**config.mk**
```make
export PLATFORM = sky130hd
export DESIGN_NAME = adc_byte_host
export DESIGN_NICKNAME = d
export VERILOG_FILES = /design/src/rtl/adc_host_pkg.sv /design/src/rtl/adc_host_sync.sv /design/src/rtl/adc_host_timer.sv /design/src/rtl/adc_host_assemble.sv /design/src/rtl/adc_byte_host.sv
export SDC_FILE = /design/constraint.sdc
export NUM_CORES = 1
export LEC_CHECK = 0
export BUFFER_PORTS_ARGS = -buffer_cell sky130_fd_sc_hd__buf_2
export CORE_MARGIN = 8
export CORE_UTILIZATION = 50
export DETAILED_ROUTE_END_ITERATION = 16
export HOLD_SLACK_MARGIN = 0.1
export PLACE_DENSITY = 0.73
export SYNTH_ARGS = -nofsm -noshare
export SYNTH_HDL_FRONTEND = slang
export SYNTH_SLANG_ARGS = --single-unit
```
**constraint.sdc**
```tcl
create_clock -name clk -period 4.73 [get_ports clk]
set_input_delay 0.946 -clock clk [delete_from_list [all_inputs] [get_ports clk]]
set_output_delay 0.946 -clock clk [all_outputs]
set_load 0.005 [all_outputs]
```
**src/rtl/adc_host_pkg.sv**
```systemverilog
package adc_host_pkg;
    localparam int RES_W  = 14;
    localparam int BYTE_W = 8;
    localparam int HI_W   = RES_W - BYTE_W;

    typedef enum logic [2:0] {
        ST_IDLE,
        ST_ACQ_LO,
        ST_ACQ_HI,
        ST_CNV_LO,
        ST_CNV_WAIT,
        ST_RD_HI,
        ST_RD_LO,
        ST_GAP
    } seq_state_e;

    typedef struct packed {
        seq_state_e        state;
        logic              cs_n;
        logic              rc;
        logic              hben;
        logic              busy;
        logic              valid;
        logic              err;
        logic              mode;
        logic              wake;
        logic [HI_W-1:0]   hi;
        logic [RES_W-1:0]  result;
    } seq_ctl_s;
endpackage

```
**src/rtl/adc_host_sync.sv**
```systemverilog
module adc_host_sync #(
    parameter int   STAGES  = 2,
    parameter logic RST_VAL = 1'b1
) (
    input  logic clk,
    input  logic rst_n,
    input  logic async_i,
    output logic sync_o
);
    logic [STAGES-1:0] pipe_d, pipe_q;

    always_comb begin
        pipe_d = {pipe_q[STAGES-2:0], async_i};
    end

    always_ff @(posedge clk or negedge rst_n) begin
        if (!rst_n) pipe_q <= {STAGES{RST_VAL}};
        else        pipe_q <= pipe_d;
    end

    assign sync_o = pipe_q[STAGES-1];
endmodule

```
**src/rtl/adc_host_timer.sv**
```systemverilog
module adc_host_timer #(
    parameter int W = 8
) (
    input  logic         clk,
    input  logic         rst_n,
    input  logic         load,
    input  logic [W-1:0] load_val,
    output logic         expired
);
    logic [W-1:0] cnt_d, cnt_q;

    always_comb begin
        cnt_d = cnt_q;
        if (load)              cnt_d = load_val;
        else if (cnt_q != '0)  cnt_d = cnt_q - 1'b1;
    end

    always_ff @(posedge clk or negedge rst_n) begin
        if (!rst_n) cnt_q <= '0;
        else        cnt_q <= cnt_d;
    end

    assign expired = (cnt_q == '0);
endmodule

```
**src/rtl/adc_host_assemble.sv**
```systemverilog
module adc_host_assemble #(
    parameter int RES_W     = 14,
    parameter int BYTE_W    = 8,
    parameter bit OFFSET_IN = 1'b0
) (
    input  logic [RES_W-BYTE_W-1:0] hi_i,
    input  logic [BYTE_W-1:0]       lo_i,
    output logic [RES_W-1:0]        word_o
);
    logic [RES_W-1:0] raw;
    assign raw = {hi_i, lo_i};

    generate
        if (OFFSET_IN) begin : g_offset
            assign word_o = {~raw[RES_W-1], raw[RES_W-2:0]};
        end else begin : g_twos
            assign word_o = raw;
        end
    endgenerate
endmodule

```
**src/rtl/adc_byte_host.sv**
```systemverilog
module adc_byte_host
    import adc_host_pkg::*;
#(
    parameter int ACQ_CYC     = 100,
    parameter int CS_W_CYC    = 4,
    parameter int DV_CYC      = 3,
    parameter int EOC_TO_CYC  = 600,
    parameter int WAKE_CYC    = 1_200_000,
    parameter int SYNC_STAGES = 2,
    parameter bit OFFSET_IN   = 1'b0
) (
    input  logic              clk,
    input  logic              rst_n,
    input  logic              req_i,
    input  logic              shdn_i,
    output logic              adc_cs_n_o,
    output logic              adc_rc_o,
    output logic              adc_hben_o,
    input  logic              adc_eoc_n_i,
    input  logic [BYTE_W-1:0] adc_data_i,
    output logic [RES_W-1:0]  result_o,
    output logic              result_valid_o,
    output logic              busy_o,
    output logic              timeout_err_o
);
    localparam int M1   = (ACQ_CYC > CS_W_CYC) ? ACQ_CYC : CS_W_CYC;
    localparam int M2   = (DV_CYC > EOC_TO_CYC) ? DV_CYC : EOC_TO_CYC;
    localparam int M3   = (M1 > M2) ? M1 : M2;
    localparam int TMAX = (M3 > WAKE_CYC) ? M3 : WAKE_CYC;
    localparam int TW   = $clog2(TMAX + 1);

    localparam logic [TW-1:0] L_CSW  = TW'(CS_W_CYC - 1);
    localparam logic [TW-1:0] L_ACQ  = TW'(ACQ_CYC - 1);
    localparam logic [TW-1:0] L_WAKE = TW'(WAKE_CYC - 1);
    localparam logic [TW-1:0] L_TO   = TW'(EOC_TO_CYC - 1);
    localparam logic [TW-1:0] L_DV   = TW'(DV_CYC - 1);

    seq_ctl_s        q, d;
    logic            tmr_load;
    logic [TW-1:0]   tmr_val;
    logic            tmr_done;
    logic            eoc_n_s;
    logic [RES_W-1:0] word;

    adc_host_sync #(.STAGES(SYNC_STAGES), .RST_VAL(1'b1)) u_sync (
        .clk(clk), .rst_n(rst_n), .async_i(adc_eoc_n_i), .sync_o(eoc_n_s)
    );

    adc_host_timer #(.W(TW)) u_timer (
        .clk(clk), .rst_n(rst_n), .load(tmr_load), .load_val(tmr_val),
        .expired(tmr_done)
    );

    adc_host_assemble #(.RES_W(RES_W), .BYTE_W(BYTE_W), .OFFSET_IN(OFFSET_IN)) u_asm (
        .hi_i(q.hi), .lo_i(adc_data_i), .word_o(word)
    );

    always_comb begin
        d        = q;
        d.valid  = 1'b0;
        d.err    = 1'b0;
        tmr_load = 1'b0;
        tmr_val  = '0;

        unique case (q.state)
            ST_IDLE: if (req_i) begin
                d.state  = ST_ACQ_LO;
                d.mode   = shdn_i;
                tmr_load = 1'b1;
                tmr_val  = L_CSW;
            end
            ST_ACQ_LO: if (tmr_done) begin
                d.state  = ST_ACQ_HI;
                tmr_load = 1'b1;
                tmr_val  = q.wake ? L_WAKE : L_ACQ;
            end
            ST_ACQ_HI: if (tmr_done) begin
                d.state  = ST_CNV_LO;
                tmr_load = 1'b1;
                tmr_val  = L_CSW;
            end
            ST_CNV_LO: if (tmr_done) begin
                d.state  = ST_CNV_WAIT;
                tmr_load = 1'b1;
                tmr_val  = L_TO;
            end
            ST_CNV_WAIT: begin
                if (!eoc_n_s) begin
                    d.state  = ST_RD_HI;
                    tmr_load = 1'b1;
                    tmr_val  = L_DV;
                end else if (tmr_done) begin
                    d.state = ST_IDLE;
                    d.err   = 1'b1;
                    d.wake  = 1'b1;
                end
            end
            ST_RD_HI: if (tmr_done) begin
                d.state  = ST_RD_LO;
                d.hi     = adc_data_i[HI_W-1:0];
                tmr_load = 1'b1;
                tmr_val  = L_DV;
            end
            ST_RD_LO: if (tmr_done) begin
                d.state  = ST_GAP;
                d.result = word;
                d.wake   = q.mode;
                tmr_load = 1'b1;
                tmr_val  = L_CSW;
            end
            ST_GAP: if (tmr_done) begin
                d.state = ST_IDLE;
                d.valid = 1'b1;
            end
            default: d.state = ST_IDLE;
        endcase

        d.cs_n = !(d.state inside {ST_ACQ_LO, ST_CNV_LO, ST_RD_HI, ST_RD_LO});
        d.hben = (d.state == ST_RD_HI);
        d.busy = (d.state != ST_IDLE);
        if (d.state inside {ST_ACQ_HI, ST_CNV_LO})
            d.rc = d.mode;
        else
            d.rc = (d.state inside {ST_CNV_WAIT, ST_RD_HI, ST_RD_LO, ST_GAP});
    end

    always_ff @(posedge clk or negedge rst_n) begin
        if (!rst_n) begin
            q        <= '0;
            q.state  <= ST_IDLE;
            q.cs_n   <= 1'b1;
            q.wake   <= 1'b1;
        end else begin
            q <= d;
        end
    end

    assign adc_cs_n_o     = q.cs_n;
    assign adc_rc_o       = q.rc;
    assign adc_hben_o     = q.hben;
    assign result_o       = q.result;
    assign result_valid_o = q.valid;
    assign busy_o         = q.busy;
    assign timeout_err_o  = q.err;
endmodule

```
==> results.py, run 1 <==
metrics = {
    "final_layout": {
        "final_cell_mix": "dfrtp_1 (50), buf_2 (32), nor2_1 (27)",
        "final_area_mm2": 0.00300,
        "num_antenna_cells": 0,
        "final_nets": 297,
        "final_common_cell": "dfrtp_1",
        "drive_gt1_frac": 0.278,
        "syn2layout_area_growth_pct": 7.64,
        "fillers": 489,
    },
    "synth": {
        "synth_warnings": 0,
        "synthDominantCellAreaShare": 0.450,
        "yosys-top-cells-area": "dfrtp_1 (45%), mux2_2 (8.5%), buf_4 (3.8%)",
        "synth_nets": 283,
        "yosysSeqAreaShare": 0.487,
        "ys.flop_type": "dfrtp_1",
        "syn_area_per_cell_um2": 10.3,
        "synthArstFlopShare": 1.00,
        "syn_inst": 269,
        "synth.ff_latch_count": 54,
        "synth_top_cell_by_area": "dfrtp_1",
        "synth_edf_count": 0,
        "synthesis.area_mm2": 0.00278,
        "synth.distinct_cells": 51,
    },
    "critical_path": {
        "critPathRequiredTime_ns": 4.93,
        "slowest_stage": "or4b_2",
        "path_buf_inv": 1,
        "worstReg2RegStart": "u_timer.cnt_q[0]",
        "crit_cells": 7,
        "crit_chain": "inv_1 -> ha_1 -> or4b_2 -> nor3_1 -> and3_1 -> nand4_2 -> mux2_2",
        "ff2ff_setup_slack_ns": 1.80,
        "cp_max_fo": 14,
        "r2r_cells": 7,
        "crit_arrival_ns": 3.12,
        "r2r_end": "result_o[6]",
        "max_stage_delay_ns": 0.71,
        "end_kind": "flop",
        "path_delay_family": "simple AND/OR/NAND/NOR gates",
        "setup.worst_path.class": "reg2reg",
        "critPathLaunchType": "flop",
    },
    "run_status": {
        "outcome": "finished, final reports clean",
    },
    "min_path": {
        "holdPathEnd": "u_sync.pipe_q[1]",
        "min_from": "u_sync.pipe_q[0]",
        "min_path_cells": 0,
        "min_path_type": "reg2reg",
    },
    "floorplan": {
        "coreArea_mm2": 0.00544,
        "die_y_um": 90.6,
        "chipWidth_um": 90.6,
        "io-pin-count": 33,
        "floorplan.rows": 27,
        "initial_utilization": 0.512,
        "die-area_mm2": 0.00821,
    },
    "clocking": {
        "cts-hold-fix-buffers": 0,
        "cts.sinks": 54,
        "cts_max_level": 2,
        "cts_resized": 0,
        "cts_tree": "built",
        "cts-root-buf": "clkbuf_8",
        "postCtsSetupRepairBufs": 0,
        "clock_path_buffers": 2,
        "worstSkewPairLatency_ns": 0.31,
        "cts_buffers": 5,
        "clk_pin_slew_worst_paths_ns": 0.09,
    },
    "detailed_routing": {
        "totalWireLength_um": 5380,
        "wl_per_cell_um": 15.1,
        "final_antenna_net_count": 0,
        "vias": 2007,
        "drt-initial-drc-count": 151,
        "drt-pass1-iter-count": 4,
        "drt-vias-per-instance": 5.64,
        "post-route-drc-count": 0,
    },
    "timing": {
        "hold_viol": 0,
        "finalSetupTns_ns": 0,
        "whs_ns": 0.361,
        "fmax_mhz": 342,
        "setup_viol_count_final": 0,
        "finalCriticalPeriod_ns": 2.93,
        "finalCritPeriodShare": 0.618,
        "slew_headroom": 0.552,
        "maxSlewViolCount": 0,
        "worst_slew_pin_slew_ns": 0.671,
        "rsz0062_at_grt": "no",
        "clock_skew_ns": 0.00793,
    },
    "place": {
        "postPlaceCellArea_mm2": 0.00288,
        "dpl.hpwl_um": 3880,
        "io_buffers": 32,
        "gp_congestion": 0.867,
    },
    "power": {
        "p_per_area_mw_per_mm2": 269,
        "p_leak_uw": 0.00135,
        "vdd_drop_max_uv": 208,
    },
    "global_route": {
        "grt_pass1_vias": 1997,
        "antenna_found_initial": 0,
        "gr-usage-all-layers": 0.137,
        "grt_start_max_net_pins": 55,
        "grt_overflow_total": 0,
        "grt_first_pass_wirelength_um": 9430,
    },
    "run": {
        "maxCapViolCount": 0,
    },
}
==> metrics by stage <==
| step | cells | utilization | setup WS [ns] | power, uW |
|---|---|---|---|---|
| floorplan | 269 | - | 2.17 | 493 |
| global placement | 348 | 0.530 | 1.87 | 508 |
| finish | 356 | 0.551 | 1.80 | 805 |
| detailed placement | 348 | 0.530 | 1.80 | 509 |
| global route | 356 | 0.551 | 1.53 | 839 |
| CTS | 356 | 0.551 | 1.78 | 818 |
==> cells by family after synthesis <==
family	after synthesis	share of synthesized area
AO/OA/AOI/OAI	47	0.118
adder cells (fa/ha/maj)	1	0.00450
flip-flops	54	0.487
buffers and inverters	33	0.0679
AND/OR/NAND/NOR	98	0.189
XOR/XNOR	14	0.0441
multiplexers	22	0.0886
==> flip-flops by register name (all words and copies together), names as in the netlist <==
signal and count:
u_timer.cnt_q 21, result_o 14, q 11, u_sync.pipe_q 2, adc_cs_n_o 1, adc_hben_o 1, adc_rc_o 1, busy_o 1
result_valid_o 1, timeout_err_o 1
==> cell usage after synthesis, types with 3 or more instances <==
| master | instances |
|---|---|
| buf_2 | 4 |
| nor3_1 | 13 |
| nor2b_1 | 4 |
| mux2_2 | 21 |
| dfrtp_1 | 50 |
| xor2_1 | 5 |
| inv_1 | 6 |
| dfstp_2 | 4 |
| nor4_1 | 7 |
| clkbuf_1 | 8 |
| nand2_1 | 21 |
| nor2_1 | 27 |
| o21a_1 | 4 |
| o31ai_1 | 3 |
| a21oi_1 | 15 |
| buf_4 | 14 |
| o21ai_0 | 6 |
| xnor2_1 | 9 |
| or4_1 | 6 |
==> where the power goes <==
part / total [uW] / switching, uW / internal [uW]
Sequential: 473 / 3.52 / 469
Clock: 306 / 149 / 157
Combinational: 26.1 / 14.7 / 11.4
==> routing by layer <==
metal,track usage,share of wire,vias to the layer above
li1,-,-,972
met1,0.170,0.46,980
met2,0.220,0.47,48
met3,0.0399,0.056,7
met4,0.0513,0.013,0
met5,0,0,-
==> area by class of cell <==
type                       count  area [um^2]  share of cell area
sequential                    54         1360               0.453
clock buffer                   5         68.8              0.0230
clock inverter                 3         45.0              0.0150
timing repair buffer          34          175              0.0585
multi-input combinational    182         1240               0.413
inverter                       6         22.5             0.00752
tap                           72         90.1              0.0301
==> how the worst max path moves through the flow <==
| stage | end | start | slack, ns |
|---|---|---|---|
| after floorplan | result_o[0] | u_timer.cnt_q[0] | 2.17 |
| after global placement | result_o[7] | u_timer.cnt_q[0] | 1.87 |
| after global routing | result_o[2] | u_timer.cnt_q[0] | 1.53 |
| final | result_o[6] | u_timer.cnt_q[0] | 1.80 |
| after detailed placement | result_o[6] | u_timer.cnt_q[0] | 1.80 |
| after CTS | result_o[6] | u_timer.cnt_q[0] | 1.78 |
(Power assumes the default switching activity.)
==> run 2, diff against run 1 <==
ABC_AREA = 1   (was unset)
clock period = 2.77 ns   (was 4.73 ns; I/O delays follow)
==> run 2 against run 1 <==
Sequential share of layout area about the same. Power rose to 3.3 times the previous value. Largest power group unchanged. Sequential power up 140%. Non-clock buffer count up 1. Combinational power rose to 37 times the previous value. Clock power up 74%. Critical path depth up 5. Worst setup slack worse by 1.1 ns. Wire length up 0.67%. Die area down 0.44%.
==> results.py, run 2 <==
metrics = {
    "critical_path": {
        "path_buf_inv": 3,
        "critPathLaunchType": "flop",
        "r2r_end": "adc_cs_n_o",
        "setup.worst_path.class": "reg2reg",
        "max_stage_delay_ns": 0.39,
        "end_kind": "flop",
        "crit_chain": "inv_1 -> ha_1 -> nand2_2 -> nor2_4 -> nand2_1 -> nor2_4 -> nand2_1 -> nand3_1 -> inv_1 -> nand3_1 -> nand2_1 -> inv_1",
        "path_delay_family": "simple AND/OR/NAND/NOR gates",
        "worstReg2RegStart": "u_timer.cnt_q[0]",
        "crit_arrival_ns": 2.36,
        "slowest_stage": "dfrtp_1",
        "critPathRequiredTime_ns": 3.03,
        "cp_max_fo": 13,
        "ff2ff_setup_slack_ns": 0.67,
        "r2r_cells": 12,
    },
    "final_layout": {
        "final_nets": 366,
        "syn2layout_area_growth_pct": 8.18,
        "largest_reg_flops": 21,
        "num_antenna_cells": 0,
        "largest_register": "u_timer.cnt_q",
        "final_area_mm2": 0.00299,
        "final_common_cell": "nand2_1",
        "drive_gt1_frac": 0.184,
        "finish.utilization": 0.550,
        "final_cell_mix": "nand2_1 (82), dfrtp_1 (50), nor2_1 (42)",
    },
    "global_route": {
        "gr-usage-all-layers": 0.138,
        "antenna_found_initial": 0,
        "grt_first_pass_wirelength_um": 9550,
        "grt_pass1_vias": 2076,
        "grt_overflow_total": 0,
        "grt_start_max_net_pins": 23,
    },
    "power": {
        "vdd_drop_max_uv": 647,
        "p_leak_uw": 0.00156,
        "p_per_area_mw_per_mm2": 876,
        "power_uw": 2620,
    },
    "timing": {
        "clock_skew_ns": 0.00952,
        "finalSetupTns_ns": 0,
        "finalCriticalPeriod_ns": 2.10,
        "rsz0062_at_grt": "no",
        "fmax_mhz": 476,
        "hold_viol": 0,
        "slew_headroom": 0.606,
        "finalCritPeriodShare": 0.759,
        "maxSlewViolCount": 0,
        "worst_slew_pin_slew_ns": 0.590,
        "setup_viol_count_final": 0,
        "fin_ws_ns": 0.668,
    },
    "detailed_routing": {
        "wl_per_cell_um": 12.7,
        "drt-vias-per-instance": 4.99,
        "drt-pass1-iter-count": 4,
        "post-route-drc-count": 0,
        "totalWireLength_um": 5410,
        "vias": 2122,
        "final_antenna_net_count": 0,
        "drt-initial-drc-count": 104,
    },
    "synth": {
        "yosys-top-cells-area": "dfrtp_1 (45%), nand2_1 (11%), nor2_1 (5.7%)",
        "synth_warnings": 0,
        "synth_top_family_by_area": "simple AND/OR/NAND/NOR gates",
        "synth_nets": 347,
        "synth_common_cells": "nand2_1 (82), dfrtp_1 (50), nor2_1 (42), inv_1 (30), o21ai_0 (17)",
        "synthArstFlopShare": 1.00,
        "synth_fa_ha_area_frac": 0.00452,
        "synth_edf_count": 0,
        "synthXorXnorAreaFrac": 0.0506,
        "synth.area.mux_share": 0.00407,
        "synth.distinct_cells": 35,
        "synth.ff_latch_count": 54,
        "syn_inst": 333,
        "synth_compound_area_frac": 0.0818,
        "synth-simple-area-share": 0.266,
        "yosysMostFrequentCell": "nand2_1",
        "synthesis.area_mm2": 0.00277,
        "yosysSeqAreaShare": 0.490,
        "syn_area_per_cell_um2": 8.31,
        "synthDominantCellAreaShare": 0.452,
        "synth_top_cell_by_area": "dfrtp_1",
        "ys.flop_type": "dfrtp_1",
    },
    "floorplan": {
        "chipWidth_um": 90.4,
        "floorplan.rows": 27,
        "die-area_mm2": 0.00817,
        "io-pin-count": 33,
        "initial_utilization": 0.509,
        "die_y_um": 90.4,
        "coreArea_mm2": 0.00544,
    },
    "place": {
        "io_buffers": 32,
        "postPlaceCellArea_mm2": 0.00288,
        "gp_congestion": 0.885,
        "dpl.hpwl_um": 4080,
        "dp_slack_ns": 0.675,
    },
    "clocking": {
        "cts-hold-fix-buffers": 0,
        "cts_buffers": 5,
        "postCtsSetupRepairBufs": 0,
        "cts_resized": 0,
        "clock_path_buffers": 2,
        "clk_pin_slew_worst_paths_ns": 0.10,
        "cts_tree": "built",
        "cts.sinks": 54,
        "cts_max_level": 2,
        "worstSkewPairLatency_ns": 0.31,
        "cts-root-buf": "clkbuf_8",
    },
    "run": {
        "maxCapViolCount": 0,
    },
    "run_status": {
        "outcome": "finished, final reports clean",
    },
    "min_path": {
        "min_path_type": "in2async",
    },
}
[run 2: stage by stage]
step / cells / hold WS, ns
2_1_floorplan: 333 / 0.258
3_3_place_gp: 417 / 0.345
3_5_place_dp: 417 / 0.347
4_1_cts: 425 / 0.168
5_1_grt: 425 / 0.184
6_report: 425 / 0.158
[run 2: metal layers]
metal  vias up  global-route usage  share of wire
met5         -                   0              0
met4         0              0.0416          0.011
met3         6              0.0299          0.037
met2        42               0.225           0.47
met1       998               0.180           0.48
li1       1076                   -              -
[run 2: layout make-up]
cell class                 instances  area (um^2)
inverter                          33          124
sequential                        54         1360
clock inverter                     3         45.0
timing repair buffer              35          183
clock buffer                       5         68.8
tap                               72         90.1
fill                             513         2440
multi-input combinational        223         1130
[run 2: cells by family (layout without fill, tap and decap cells)]
kind of cell             count (synthesis)  count (layout)
multiplexers                             1               1
AO/OA/AOI/OAI                           39              39
AND/OR/NAND/NOR                        166             166
XOR/XNOR                                16              16
buffers and inverters                   56              76
adder cells (fa/ha/maj)                  1               1
flip-flops                              54              54
[run 2: worst register-to-register path: stages, from the launching register on]
cell	delay (ns)
dfrtp_1	0.39
inv_1	0.10
ha_1	0.23
nand2_2	0.11
nor2_4	0.20
nand2_1	0.15
nor2_4	0.20
nand2_1	0.28
nand3_1	0.19
inv_1	0.05
nand3_1	0.07
nand2_1	0.05
inv_1	0.05
[run 2: worst max path at each step]
stage / cells past startpoint / start / to / slack [ns]
global placement: 12 / u_timer.cnt_q[0] / adc_cs_n_o / 0.71
global route: 12 / u_timer.cnt_q[0] / adc_cs_n_o / 0.45
CTS: 12 / u_timer.cnt_q[0] / adc_cs_n_o / 0.64
detailed placement: 12 / u_timer.cnt_q[0] / adc_cs_n_o / 0.67
finish: 12 / u_timer.cnt_q[0] / adc_cs_n_o / 0.67
floorplan: 10 / u_timer.cnt_q[0] / u_timer.cnt_q[5] / 1.03
[run 2: power breakdown]
group	switching (uW)	internal (uW)	leakage, uW
sequential	164	963	0.000634
clock	263	269	0.0000504
combinational	599	364	0.000875
total	1030	1600	0.00156
